`src/rtl/irq_flag_pkg.sv`:
```
package irq_flag_pkg;

  // Conditions seen by the datapath, handed to the control
  typedef struct packed {
    logic ovfHit;
    logic eomHit;
    logic csFall;
    logic rint;
  } flagEvt_t;

  // Strobes from the control to the datapath
  typedef struct packed {
    logic setOvf;
    logic setEom;
    logic clrFlags;
    logic takeSnap;
    logic loadRd;
  } flagCmd_t;

  typedef enum logic {
    ST_ARMED  = 1'b0,
    ST_HALTED = 1'b1
  } ctlState_t;

  localparam int FLAG_N = 2;  // index 1 = overflow, index 0 = end-of-message

endpackage

```
`src/rtl/irq_flag_dp.sv`:
```
module irq_flag_dp
  import irq_flag_pkg::*;
#(
  parameter int ROW_W = 9,
  parameter int MARKS = 8,
  localparam int POS_W = $clog2(MARKS)
) (
  input  logic             clk,
  input  logic             rstN,
  input  logic             opActive,
  input  logic             isPlayback,
  input  logic [ROW_W-1:0] rowIdx,
  input  logic [POS_W-1:0] posIdx,
  input  logic [MARKS-1:0] eomMask,
  input  logic             endOfMem,
  input  logic             csN,
  input  logic             rintStrobe,
  input  flagCmd_t         cmd,
  output flagEvt_t         evt,
  output logic [FLAG_N-1:0] flags,
  output logic [FLAG_N-1:0] rdFlags
);

  logic [ROW_W-1:0]  lastRow;
  logic [POS_W-1:0]  lastPos;
  logic              wasActive;
  logic              endPrev;
  logic              csPrev;
  logic              newLoc;
  logic [FLAG_N-1:0] setVec;
  logic [FLAG_N-1:0] snapFlags;

  // History of the inputs used for edge and location-change detection
  always_ff @(posedge clk) begin
    if (!rstN) begin
      lastRow   <= '0;
      lastPos   <= '0;
      wasActive <= 1'b0;
      endPrev   <= 1'b0;
      csPrev    <= 1'b1;
    end else begin
      lastRow   <= rowIdx;
      lastPos   <= posIdx;
      wasActive <= opActive;
      endPrev   <= endOfMem;
      csPrev    <= csN;
    end
  end

  always_comb begin
    newLoc     = opActive && (!wasActive || (rowIdx != lastRow) || (posIdx != lastPos));
    evt.eomHit = newLoc && isPlayback && eomMask[posIdx];
    evt.ovfHit = opActive && endOfMem && (!endPrev || !wasActive);
    evt.csFall = csPrev && !csN;
    evt.rint   = rintStrobe;
  end

  assign setVec = {cmd.setOvf, cmd.setEom};

  // One set-over-clear cell per flag
  for (genvar i = 0; i < FLAG_N; i++) begin : g_flag
    always_ff @(posedge clk) begin
      if (!rstN) begin
        flags[i] <= 1'b0;
      end else if (setVec[i]) begin
        flags[i] <= 1'b1;
      end else if (cmd.clrFlags) begin
        flags[i] <= 1'b0;
      end
    end
  end

  // Snapshot at transaction start, read-back on command
  always_ff @(posedge clk) begin
    if (!rstN) begin
      snapFlags <= '0;
      rdFlags   <= '0;
    end else begin
      if (cmd.takeSnap) snapFlags <= flags;
      if (cmd.loadRd)   rdFlags   <= snapFlags;
    end
  end

endmodule

```
`src/rtl/irq_flag_ctl.sv`:
```
module irq_flag_ctl
  import irq_flag_pkg::*;
(
  input  logic     clk,
  input  logic     rstN,
  input  logic     opActive,
  input  flagEvt_t evt,
  output flagCmd_t cmd,
  output logic     stopReq
);

  ctlState_t state, stateNext;
  logic      stopNext;

  always_comb begin
    cmd          = '0;
    stateNext    = state;
    stopNext     = 1'b0;
    cmd.clrFlags = evt.csFall;
    cmd.takeSnap = evt.csFall;
    cmd.loadRd   = evt.rint;
    case (state)
      ST_ARMED: begin
        if (evt.ovfHit || evt.eomHit) begin
          cmd.setOvf = evt.ovfHit;
          cmd.setEom = evt.eomHit;
          stopNext   = 1'b1;
          stateNext  = ST_HALTED;
        end
      end
      ST_HALTED: begin
        if (!opActive) stateNext = ST_ARMED;
      end
      default: stateNext = ST_ARMED;
    endcase
  end

  always_ff @(posedge clk) begin
    if (!rstN) begin
      state   <= ST_ARMED;
      stopReq <= 1'b0;
    end else begin
      state   <= stateNext;
      stopReq <= stopNext;
    end
  end

endmodule

```
`src/rtl/msg_irq_ctrl.sv`:
```
module msg_irq_ctrl
  import irq_flag_pkg::*;
#(
  parameter int ROW_W = 9,
  parameter int MARKS = 8,
  localparam int POS_W = $clog2(MARKS)
) (
  input  logic             clk,
  input  logic             rstN,
  input  logic             opActive,
  input  logic             isPlayback,
  input  logic [ROW_W-1:0] rowIdx,
  input  logic [POS_W-1:0] posIdx,
  input  logic [MARKS-1:0] eomMask,
  input  logic             endOfMem,
  input  logic             csN,
  input  logic             rintStrobe,
  output logic             irqPullLow,
  output logic             ovfFlag,
  output logic             eomFlag,
  output logic             stopReq,
  output logic [1:0]       rdFlags
);

  flagEvt_t          evt;
  flagCmd_t          cmd;
  logic [FLAG_N-1:0] flags;

  irq_flag_dp #(.ROW_W(ROW_W), .MARKS(MARKS)) u_dp (
    .clk        (clk),
    .rstN       (rstN),
    .opActive   (opActive),
    .isPlayback (isPlayback),
    .rowIdx     (rowIdx),
    .posIdx     (posIdx),
    .eomMask    (eomMask),
    .endOfMem   (endOfMem),
    .csN        (csN),
    .rintStrobe (rintStrobe),
    .cmd        (cmd),
    .evt        (evt),
    .flags      (flags),
    .rdFlags    (rdFlags)
  );

  irq_flag_ctl u_ctl (
    .clk      (clk),
    .rstN     (rstN),
    .opActive (opActive),
    .evt      (evt),
    .cmd      (cmd),
    .stopReq  (stopReq)
  );

  assign ovfFlag    = flags[1];
  assign eomFlag    = flags[0];
  assign irqPullLow = |flags;

endmodule

```
`config.mk`:
```
export PLATFORM = sky130hd
export DESIGN_NAME = msg_irq_ctrl
export DESIGN_NICKNAME = d
export VERILOG_FILES = /design/src/rtl/irq_flag_pkg.sv /design/src/rtl/irq_flag_dp.sv /design/src/rtl/irq_flag_ctl.sv /design/src/rtl/msg_irq_ctrl.sv
export SDC_FILE = /design/constraint.sdc
export NUM_CORES = 1
export LEC_CHECK = 0
export BUFFER_PORTS_ARGS = -buffer_cell sky130_fd_sc_hd__buf_2
export CAP_MARGIN = 20
export CORE_UTILIZATION = 42
export CTS_BUF_LIST = sky130_fd_sc_hd__clkbuf_16
export DETAILED_ROUTE_END_ITERATION = 7
export GPL_TIMING_DRIVEN = 0
export PLACE_DENSITY_LB_ADDON = 0.2
export SETUP_SLACK_MARGIN = 0.3
export SLEW_MARGIN = 20
export SYNTH_ARGS = -nofsm -noshare
export SYNTH_HDL_FRONTEND = slang
export SYNTH_SLANG_ARGS = --single-unit
```
`constraint.sdc`:
```
create_clock -name clk -period 2.1 [get_ports clk]
set_input_delay 0.315 -clock clk [delete_from_list [all_inputs] [get_ports clk]]
set_output_delay 0.315 -clock clk [all_outputs]
set_load 0.05 [all_outputs]
```
==> flow_summary.json, run 1 <==
{
  "run_status": "finished, final reports clean",
  "layout-area-overhead-vs-synth_pct": 28.6,
  "timing.final.crit_period_ns": 1.39,
  "multi_input_comb_area_sq_um": 455,
  "worst_ir_drop_vdd_mv": 0.421,
  "numClockSinks": 23,
  "post_cts_resize_count": 0,
  "avgSynthCellArea_sq_um": 10.4,
  "cts_made_buffers": 3,
  "syn-cell-area_sq_um": 935,
  "wl_met3_um": 79,
  "finalWirelength_um": 1570,
  "p_per_area_nw_per_um2": 824,
  "fill_cells": 181,
  "worst_path_max_delay_cell": "sky130_fd_sc_hd__dfxtp_1",
  "design.portCount": 33,
  "clkTransAtPathRegs_ns": 0.05,
  "drv_cap": 0,
  "crit_type": "flop to output port",
  "layout.core_utilization": 0.595,
  "finalNonFillerCells": 152,
  "pin_count_of_the_biggest_net_entering_global_routing": 13,
  "leading_cell_type_in_the_layout_fill_and_taps_excluded": "sky130_fd_sc_hd__buf_2",
  "pre_cts_ws_ns": 0.711,
  "min_path_type": "primary input to flop",
  "setup_repair_after_global_routing_missed_its_margin": "false",
  "hp-start": "csN",
  "drive_gt1_frac": 0.312,
  "floorplan.die.width_um": 49.2,
  "initial_utilization": 0.462,
  "setup-violations-final": 0,
  "timing.critical_path.from_type": "flop",
  "detail-route-antenna-nets": 0,
  "io_buffer_count": 31,
  "die_area_sq_um": 2420,
  "top_layer_used": "met4",
  "number_of_max_slew_violations_in_the_final_report": 0,
  "crit_path_max_fanout": 4,
  "detail_route.wirelength.met1_um": 726,
  "post_cts_setup_buffer_count": 0,
  "synth_cell_types": 24,
  "finClkSkew_ns": 0.00305,
  "timing.hold.ws_ns": 0.285,
  "startpoint": "u_dp.flags[1]",
  "htreeDepth": 1,
  "crit_path_max_incr_delay_ns": 0.33,
  "path_cells": "or2_2, buf_2",
  "post-route-period-util": 0.660,
  "grt_total_usage": 0.145,
  "clk-insertion-delay-late_ns": 0.25,
  "nNetsFinal": 153,
  "fp-row-count": 16,
  "drtPass1Iterations": 2,
  "timing.max_slew.rel_slack": 0.721,
  "timing.critical_path.required_ns": 1.78,
  "cts-hold-fix-buffers": 0,
  "layout.cells.most_common_list": "sky130_fd_sc_hd__buf_2 (31), sky130_fd_sc_hd__dfxtp_1 (23), sky130_fd_sc_hd__and2_1 (13)",
  "layout_setup_ws_ns": 0.713,
  "die_y_um": 49.2,
  "final_layout_setup_total_negative_slack_ns": 0,
  "yosys_warning_total": 0,
  "syn-num-nets": 117,
  "num_vias": 700,
  "synth-seq-area-share": 0.493,
  "finalHoldViolations": 0,
  "fp.coreArea_sq_um": 2020,
  "grt_pass1_wl_um": 2670,
  "ff_latch_area_sq_um": 460,
  "instance_count_of_the_mapped_netlist": 90,
  "post-place-cells": 148,
  "cts.path.max_buffers": 2,
  "worstPathArrival_ns": 1.07,
  "top_achievable_clock_speed_mhz": 721,
  "dp_hpwl_um": 1220,
  "clockRootBuffer": "sky130_fd_sc_hd__clkbuf_16",
  "fin_area_sq_um": 1200,
  "drt-wirelength-per-cell_um": 10.3,
  "post_dp_cell_area_sq_um": 1120,
  "worst_r2r_startpoint": "u_dp.lastRow[7]",
  "yosys_register_bits": 23,
  "drc_errors": 0,
  "globalRoute.totalOverflow": 0,
  "tritoncts": "yes",
  "fin_total_pwr_uw": 991,
  "gp_congestion": 0.716,
  "critical_path.endpoint_type": "output port",
  "first_global_vias": 649,
  "worst_pin_slew_ns": 0.412,
  "static-leakage-power_nw": 0.529,
  "via_density": 4.61,
  "routed-wl-met2_um": 747,
  "antennaDiodeCount": 0,
  "detail_route.iter0.violations": 3,
  "grt_antenna_before_repair": 0
}
state kept, by name, indices dropped and copies added, names as in the netlist:
signal          count
u_dp.endPrev        1
u_ctl.state         1
u_dp.flags          2
u_dp.rdFlags        2
u_dp.csPrev         1
u_dp.lastRow        9
u_dp.wasActive      1
u_ctl.stopReq       1
u_dp.lastPos        3
u_dp.snapFlags      2
where the power goes:
group	switching, mW	total, mW	internal (mW)
Sequential	0.0118	0.472	0.460
Clock	0.136	0.389	0.253
Combinational	0.0660	0.130	0.0643
Total	0.214	0.991	0.777
path summary, 6_finish.rpt:
kind	to	cells past startpoint	slack (ns)
max	irqPullLow	2	0.71
min	u_dp.csPrev	2	0.29
max reg2reg	u_ctl.state	4	0.84
min reg2reg	u_dp.snapFlags[1]	2	0.47
synthesized netlist by cell type:
| master | n | area, sq um |
|---|---|---|
| sky130_fd_sc_hd__and2_1 | 13 | 81.3 |
| sky130_fd_sc_hd__xnor2_2 | 1 | 16.3 |
| sky130_fd_sc_hd__mux2_4 | 1 | 15.0 |
| sky130_fd_sc_hd__or2_2 | 1 | 6.26 |
| sky130_fd_sc_hd__o21ai_0 | 2 | 10.0 |
| sky130_fd_sc_hd__mux2i_1 | 5 | 50.1 |
| sky130_fd_sc_hd__o211ai_1 | 1 | 7.51 |
| sky130_fd_sc_hd__a22oi_1 | 1 | 7.51 |
| sky130_fd_sc_hd__and2_2 | 1 | 7.51 |
| sky130_fd_sc_hd__o311ai_1 | 1 | 8.76 |
| sky130_fd_sc_hd__nand2_1 | 8 | 30.0 |
| sky130_fd_sc_hd__nand2b_1 | 2 | 12.5 |
| sky130_fd_sc_hd__dfxtp_1 | 23 | 460 |
| sky130_fd_sc_hd__buf_6 | 1 | 11.3 |
| sky130_fd_sc_hd__nand4_1 | 2 | 12.5 |
| sky130_fd_sc_hd__clkbuf_1 | 2 | 7.51 |
| sky130_fd_sc_hd__a21boi_0 | 2 | 15.0 |
| sky130_fd_sc_hd__a31oi_1 | 1 | 6.26 |
| sky130_fd_sc_hd__nor4_1 | 1 | 6.26 |
| sky130_fd_sc_hd__xnor2_1 | 11 | 96.3 |
| sky130_fd_sc_hd__nor2b_1 | 3 | 18.8 |
| sky130_fd_sc_hd__nand4b_1 | 2 | 17.5 |
| sky130_fd_sc_hd__and2b_1 | 2 | 15.0 |
| sky130_fd_sc_hd__nand3_1 | 3 | 15.0 |
area by class of cell:
type                    instances  share of cell area
repair buffers                 31               0.129
clock inverters                 1             0.00312
well taps                      27              0.0281
multi-input cells              64               0.379
plain buffers                   3              0.0156
flip-flops and latches         23               0.383
clock buffers                   3              0.0624
metal layers:
metal | track usage | up-vias
met5 | 0 | -
met4 | 0.0735 | 0
met3 | 0.0280 | 2
met2 | 0.244 | 26
met1 | 0.174 | 300
li1 | - | 372
cell families after synthesis:
group | count (synthesis) | share of synthesized area
AO/OA/AOI/OAI | 8 | 0.0589
multiplexers | 6 | 0.0696
flip-flops | 23 | 0.493
XOR/XNOR | 12 | 0.120
buffers and inverters | 3 | 0.0201
AND/OR/NAND/NOR | 38 | 0.238
critical path: cells and delay by family, from the launching register on:
family	cells	cell delay, ns
buffers and inverters	1	0.21
flip-flops	1	0.33
AND/OR/NAND/NOR	1	0.29
Note: power is estimated with default switching activity, not from simulation.
==> run 2: changes to the inputs <==
ABC_AREA = 1   (was unset)
clock period = 1.2 ns   (was 2.1 ns; I/O delays follow)
==> run 2 against run 1 <==
Net effect:
- utilization is 3.3 points higher
- critical endpoint unchanged
- sequential power is 78% higher
- clock power is 83% higher
- hold slack worse by 0.17 ns
- via count is 45% higher
- die area is 12% higher
- critical path depth stayed put
- cell area is 19% higher
- largest cell class unchanged
- routed wire length is 33% higher
- register-to-register slack worse by 0.67 ns
- critical path type unchanged
- synthesized area is 13% higher
- clock skew is 0.0015 ns lower
==> flow_summary.json, run 2 <==
{
  "final_layout_setup_total_negative_slack_ns": 0,
  "grt_total_usage": 0.188,
  "synth-seq-area-share": 0.438,
  "synth_cell_types": 17,
  "synth_cell_count_leaders": "sky130_fd_sc_hd__nand2_1 (64), sky130_fd_sc_hd__inv_1 (35), sky130_fd_sc_hd__dfxtp_1 (23)",
  "cts.path.max_buffers": 2,
  "cts-hold-fix-buffers": 0,
  "p_int_mw": 1.40,
  "timing.max_slew.rel_slack": 0.708,
  "p_per_area_nw_per_um2": 1310,
  "fin_total_pwr_mw": 1.87,
  "dp_hpwl_um": 1620,
  "syn-cell-area_sq_um": 1050,
  "instance_count_of_the_mapped_netlist": 164,
  "io_buffer_count": 32,
  "design.portCount": 33,
  "cts_made_buffers": 3,
  "synthFlopType": "sky130_fd_sc_hd__dfxtp_1",
  "static-leakage-power_nw": 0.853,
  "timing.final.crit_period_ns": 1.15,
  "synthMostInstantiatedCell": "sky130_fd_sc_hd__nand2_1",
  "timing.hold.ws_ns": 0.115,
  "die_area_sq_um": 2710,
  "p_sw_uw": 468,
  "syn-num-nets": 191,
  "crit_path_max_fanout": 2,
  "globalRoute.totalOverflow": 0,
  "htreeDepth": 1,
  "numClockSinks": 23,
  "drive_gt1_frac": 0.300,
  "fin_area_sq_um": 1430,
  "detail_route.iter0.violations": 16,
  "drv_cap": 0,
  "synth_largest_area_cell": "sky130_fd_sc_hd__dfxtp_1",
  "nNetsFinal": 231,
  "ff_latch_area_sq_um": 473,
  "avgSynthCellArea_sq_um": 6.42,
  "ys_top_cells_by_area": "sky130_fd_sc_hd__dfxtp_1 (44%), sky130_fd_sc_hd__nand2_1 (23%), sky130_fd_sc_hd__inv_1 (12%)",
  "detail-route-antenna-nets": 0,
  "initial_utilization": 0.462,
  "grt_pass1_wl_um": 3780,
  "ys_async_rst_share": 0,
  "finClkSkew_ns": 0.00153,
  "die_y_um": 52.1,
  "pin_count_of_the_biggest_net_entering_global_routing": 14,
  "post-synth-top-area-fraction": 0.438,
  "top_achievable_clock_speed_mhz": 868,
  "post-route-period-util": 0.960,
  "yosys_register_bits": 23,
  "leading_cell_type_in_the_layout_fill_and_taps_excluded": "sky130_fd_sc_hd__nand2_1",
  "setup_repair_after_global_routing_missed_its_margin": "true",
  "min_path_type": "primary input to flop",
  "worstPathArrival_ns": 0.97,
  "setup.reg_to_reg.worst_slack_ns": 0.17,
  "first_global_vias": 1012,
  "floorplan.die.width_um": 52.1,
  "netSwitchingFraction": 0.250,
  "clk-insertion-delay-late_ns": 0.25,
  "worst_pin_slew_ns": 0.437,
  "number_of_max_slew_violations_in_the_final_report": 0,
  "num_vias": 1017,
  "power.share.combinational": 0.170,
  "fill_cells": 215,
  "post_dp_cell_area_sq_um": 1260,
  "sequential_share_of_power": 0.450,
  "grt_antenna_before_repair": 0,
  "share_clk_of_total_power": 0.380,
  "regMostFlops": "u_dp.lastRow",
  "clockRootBuffer": "sky130_fd_sc_hd__clkbuf_16",
  "finalWirelength_um": 2080,
  "tritoncts": "yes",
  "drc_errors": 0,
  "multi_input_comb_area_sq_um": 450,
  "crit_type": "flop to output port",
  "via_density": 4.40,
  "setup-violations-final": 0,
  "largest_reg_flops": 9,
  "layout.cells.most_common_list": "sky130_fd_sc_hd__nand2_1 (63), sky130_fd_sc_hd__inv_1 (34), sky130_fd_sc_hd__buf_2 (26)",
  "layout_top_registers": "u_dp.lastRow: 9 flops, u_dp.lastPos: 3 flops",
  "yosys_warning_total": 0,
  "clkTransAtPathRegs_ns": 0.06,
  "antennaDiodeCount": 0,
  "critical_path.endpoint_type": "output port",
  "gp_congestion": 0.725,
  "timing.critical_path.required_ns": 1.02,
  "finalHoldViolations": 0,
  "run_status": "finished, final reports clean",
  "layout-area-overhead-vs-synth_pct": 35.7,
  "fp-row-count": 17,
  "worst_ir_drop_vdd_mv": 0.902,
  "timing.critical_path.from_type": "flop",
  "synth-edff-count": 0,
  "fp.coreArea_sq_um": 2280,
  "drtPass1Iterations": 4,
  "drt-wirelength-per-cell_um": 9.02
}
run 2: per-stage QoR:
| step | util | cells | worst slack (ns) |
|---|---|---|---|
| 2_1_floorplan | - | 164 | 0.264 |
| 4_1_cts | 0.622 | 231 | 0.0455 |
| 3_3_place_gp | 0.553 | 224 | 0.119 |
| 5_1_grt | 0.627 | 231 | 0.0234 |
| 6_report | 0.627 | 231 | 0.0477 |
| 3_5_place_dp | 0.553 | 224 | 0.0701 |
run 2: cell type report:
cell class,count,area share
plain buffers,2,0.00526
well taps,28,0.0245
inverters,37,0.0973
multi-input cells,102,0.316
clock buffers,3,0.0526
repair buffers,35,0.170
clock inverters,1,0.00351
flip-flops and latches,23,0.331
run 2: worst paths after layout:
kind | from | to | depth (start not counted)
min | csN | u_dp.csPrev | 3
max | u_dp.flags[0] | irqPullLow | 2
max reg2reg | u_dp.lastPos[0] | u_ctl.state | 9
min reg2reg | u_dp.snapFlags[0] | u_dp.rdFlags[0] | 2
run 2: timing repair:
| action | CTS | global route |
|---|---|---|
| setup buffers | 3 | 0 |
| setup endpoints to repair | 9 | 10 |
| resized for setup | 21 | 4 |
| pin swaps | 2 | 1 |
run 2: routing by layer:
layer / track usage / vias up / part of all wire
met1: 0.205 / 436 / 0.45
met4: 0.0901 / 0 / 0.016
met5: 0 / - / 0
met3: 0.0292 / 5 / 0.052
met2: 0.348 / 29 / 0.48
li1: - / 547 / -
run 2: worst max-delay path, stage by stage, from the launching register on:
cell                      delay [ns]
sky130_fd_sc_hd__dfxtp_2        0.33
sky130_fd_sc_hd__or2_4          0.25
sky130_fd_sc_hd__buf_8          0.15
run 2: power groups by stage:
stage	combinational [mW]	sequential, mW	clock (mW)
floorplan	0.146	0.887	0
global placement	0.269	0.850	0
detailed placement	0.277	0.852	0
CTS	0.316	0.839	0.729
global route	0.358	0.846	0.756
finish	0.317	0.841	0.711
run 2: logic make-up after synthesis:
family                 after synthesis  share of synthesized area
XOR/XNOR                             1                    0.00832
flip-flops                          23                      0.438
buffers and inverters               39                      0.139
AO/OA/AOI/OAI                        5                     0.0238
AND/OR/NAND/NOR                     96                      0.391
==> run 3: changes to the inputs <==
ABC_AREA = unset   (was 1)
PLACE_DENSITY = 0.72   (was unset)
PLACE_DENSITY_LB_ADDON = unset   (was 0.2)
==> run 3 against run 2 <==
Net effect:
- global-route usage fell by 3.2 points
- critical path depth did not move
- utilization rose by 5.5 points
- combinational power fell by 6.3%
- first-iteration DRC count fell by 50%
- worst setup slack got worse by 0.018 ns
- non-clock buffer count did not move
- sequential share of layout area rose by 1.1 points
- largest cell class is now multi-input combinational cells
==> flow_summary.json, run 3 (synthesis results as in run 1) <==
{
  "design.portCount": 33,
  "crit_type": "flop to output port",
  "regMostFlops": "u_dp.lastRow",
  "path_cells": "or2_4, buf_8",
  "die_y_um": 49.2,
  "io_buffer_count": 31,
  "fill_cells": 165,
  "layout.core_utilization": 0.682,
  "worst_path_dominant_cell_family": "flip-flops",
  "antennaDiodeCount": 0,
  "drive_gt1_frac": 0.461,
  "timing.critical_path.from_type": "flop",
  "numClockSinks": 23,
  "timing.critical_path.required_ns": 1.02,
  "p_per_area_nw_per_um2": 1320,
  "worst_r2r_startpoint": "u_dp.lastRow[3]",
  "initial_utilization": 0.462,
  "crit_path_max_fanout": 4,
  "via_density": 4.74,
  "layout.cells.most_common_list": "sky130_fd_sc_hd__buf_2 (25), sky130_fd_sc_hd__dfxtp_1 (16), sky130_fd_sc_hd__and2_1 (13)",
  "floorplan.die.width_um": 49.2,
  "crit_path_max_incr_delay_ns": 0.36,
  "top_achievable_clock_speed_mhz": 855,
  "top_layer_used": "met4",
  "timing.final.crit_period_ns": 1.17,
  "post-place-cells": 148,
  "timing.hold.worst_path_depth": 2,
  "min_path_type": "primary input to flop",
  "worst_path_max_delay_cell": "sky130_fd_sc_hd__dfxtp_4",
  "fp.coreArea_sq_um": 2020,
  "detail-route-antenna-nets": 0,
  "detail_route.wirelength.met1_um": 758,
  "first_global_vias": 674,
  "tritoncts": "yes",
  "fp-row-count": 16,
  "drtPass1Iterations": 4,
  "cp.buffers_inverters": 1,
  "clk-insertion-delay-late_ns": 0.25,
  "setup-violations-final": 0,
  "finalNonFillerCells": 155,
  "drt-wirelength-per-cell_um": 11.1,
  "pin_count_of_the_biggest_net_entering_global_routing": 14,
  "routed-wl-met2_um": 862,
  "detail_route.iter0.violations": 8,
  "gp_congestion": 0.714,
  "static-leakage-power_nw": 0.590,
  "layout-area-overhead-vs-synth_pct": 47.5,
  "run_status": "finished, final reports clean",
  "grt_total_usage": 0.156,
  "timing.hold.worst_endpoint": "u_dp.endPrev",
  "die_area_sq_um": 2420,
  "drc_errors": 0,
  "grt_antenna_before_repair": 0,
  "nNetsFinal": 156,
  "post-route-period-util": 0.975,
  "drv_cap": 0,
  "globalRoute.totalOverflow": 0,
  "pre_cts_ws_ns": -0.0512,
  "finClkSkew_ns": 0.00212,
  "num_vias": 734,
  "largest_reg_flops": 9,
  "worstPathArrival_ns": 0.99,
  "layout_top_registers": "u_dp.lastRow: 9 flops, u_dp.lastPos: 3 flops",
  "setup.reg_to_reg.worst_slack_ns": 0.05,
  "setup_repair_after_global_routing_missed_its_margin": "true",
  "finalWirelength_um": 1720,
  "worst-r2r-cell-count": 4,
  "critical_path.endpoint_type": "output port",
  "hp-start": "endOfMem",
  "layout_setup_ws_ns": 0.0298,
  "clkTransAtPathRegs_ns": 0.06,
  "dp_hpwl_um": 1270,
  "finalHoldViolations": 0,
  "cts_made_buffers": 3,
  "reg2reg_to": "u_ctl.state",
  "final_layout_setup_total_negative_slack_ns": 0,
  "number_of_max_slew_violations_in_the_final_report": 0,
  "cts.path.max_buffers": 2,
  "grt_pass1_wl_um": 2880,
  "htreeDepth": 1,
  "leading_cell_type_in_the_layout_fill_and_taps_excluded": "sky130_fd_sc_hd__buf_2",
  "clockRootBuffer": "sky130_fd_sc_hd__clkbuf_16",
  "fin_total_pwr_mw": 1.83,
  "worst_ir_drop_vdd_mv": 0.767,
  "timing.critical_path.depth": 2,
  "wl_met3_um": 72,
  "worst_pin_slew_ns": 0.353,
  "timing.max_slew.rel_slack": 0.765
}
run 3: area by class of cell:
cell class / count / area (sq um) / share of cell area
clock buffer: 3 / 75.1 / 0.0544
clock inverter: 1 / 5.00 / 0.00363
buffer: 3 / 22.5 / 0.0163
sequential: 23 / 472 / 0.342
multi-input combinational: 64 / 526 / 0.381
tap: 27 / 33.8 / 0.0245
timing repair buffer: 34 / 245 / 0.178
run 3: stage by stage:
| step | area, sq um | hold slack, ns |
|---|---|---|
| floorplan | 967 | 0.281 |
| global placement | 1160 | 0.389 |
| detailed placement | 1160 | 0.392 |
| CTS | 1300 | 0.137 |
| global route | 1380 | 0.163 |
| finish | 1380 | 0.149 |
run 3: per-layer routing:
| metal | up-vias | global-route usage |
|---|---|---|
| met5 | - | 0 |
| met4 | 0 | 0.0441 |
| met3 | 3 | 0.0374 |
| met2 | 29 | 0.263 |
| met1 | 324 | 0.198 |
| li1 | 378 | - |
run 3: worst max-delay path by stage:
stage	endpoint	startpoint	slack, ns
final	irqPullLow	u_dp.flags[1]	0.03
after global routing	u_ctl.state	u_dp.lastRow[4]	-0.03
after CTS	u_ctl.state	u_dp.lastPos[2]	-0.04
after detailed placement	u_ctl.stopReq	posIdx[2]	-0.05
after global placement	u_ctl.stopReq	posIdx[2]	-0.06
after floorplan	u_dp.flags[0]	u_dp.lastPos[2]	0.12
run 3: what timing repair did:
| action | 4_1_cts | 5_1_grt |
|---|---|---|
| hold buffers | 0 | 0 |
| setup endpoints to repair | 9 | 10 |
| resized for setup | 21 | 15 |
| pin swaps | 5 | 5 |
| buffers inserted | 1 | 2 |
run 3: report_power, final:
part	switching (mW)	total [mW]	internal, mW
registers	0.0234	0.829	0.806
clock network	0.253	0.701	0.447
logic	0.139	0.297	0.158
total	0.416	1.83	1.41
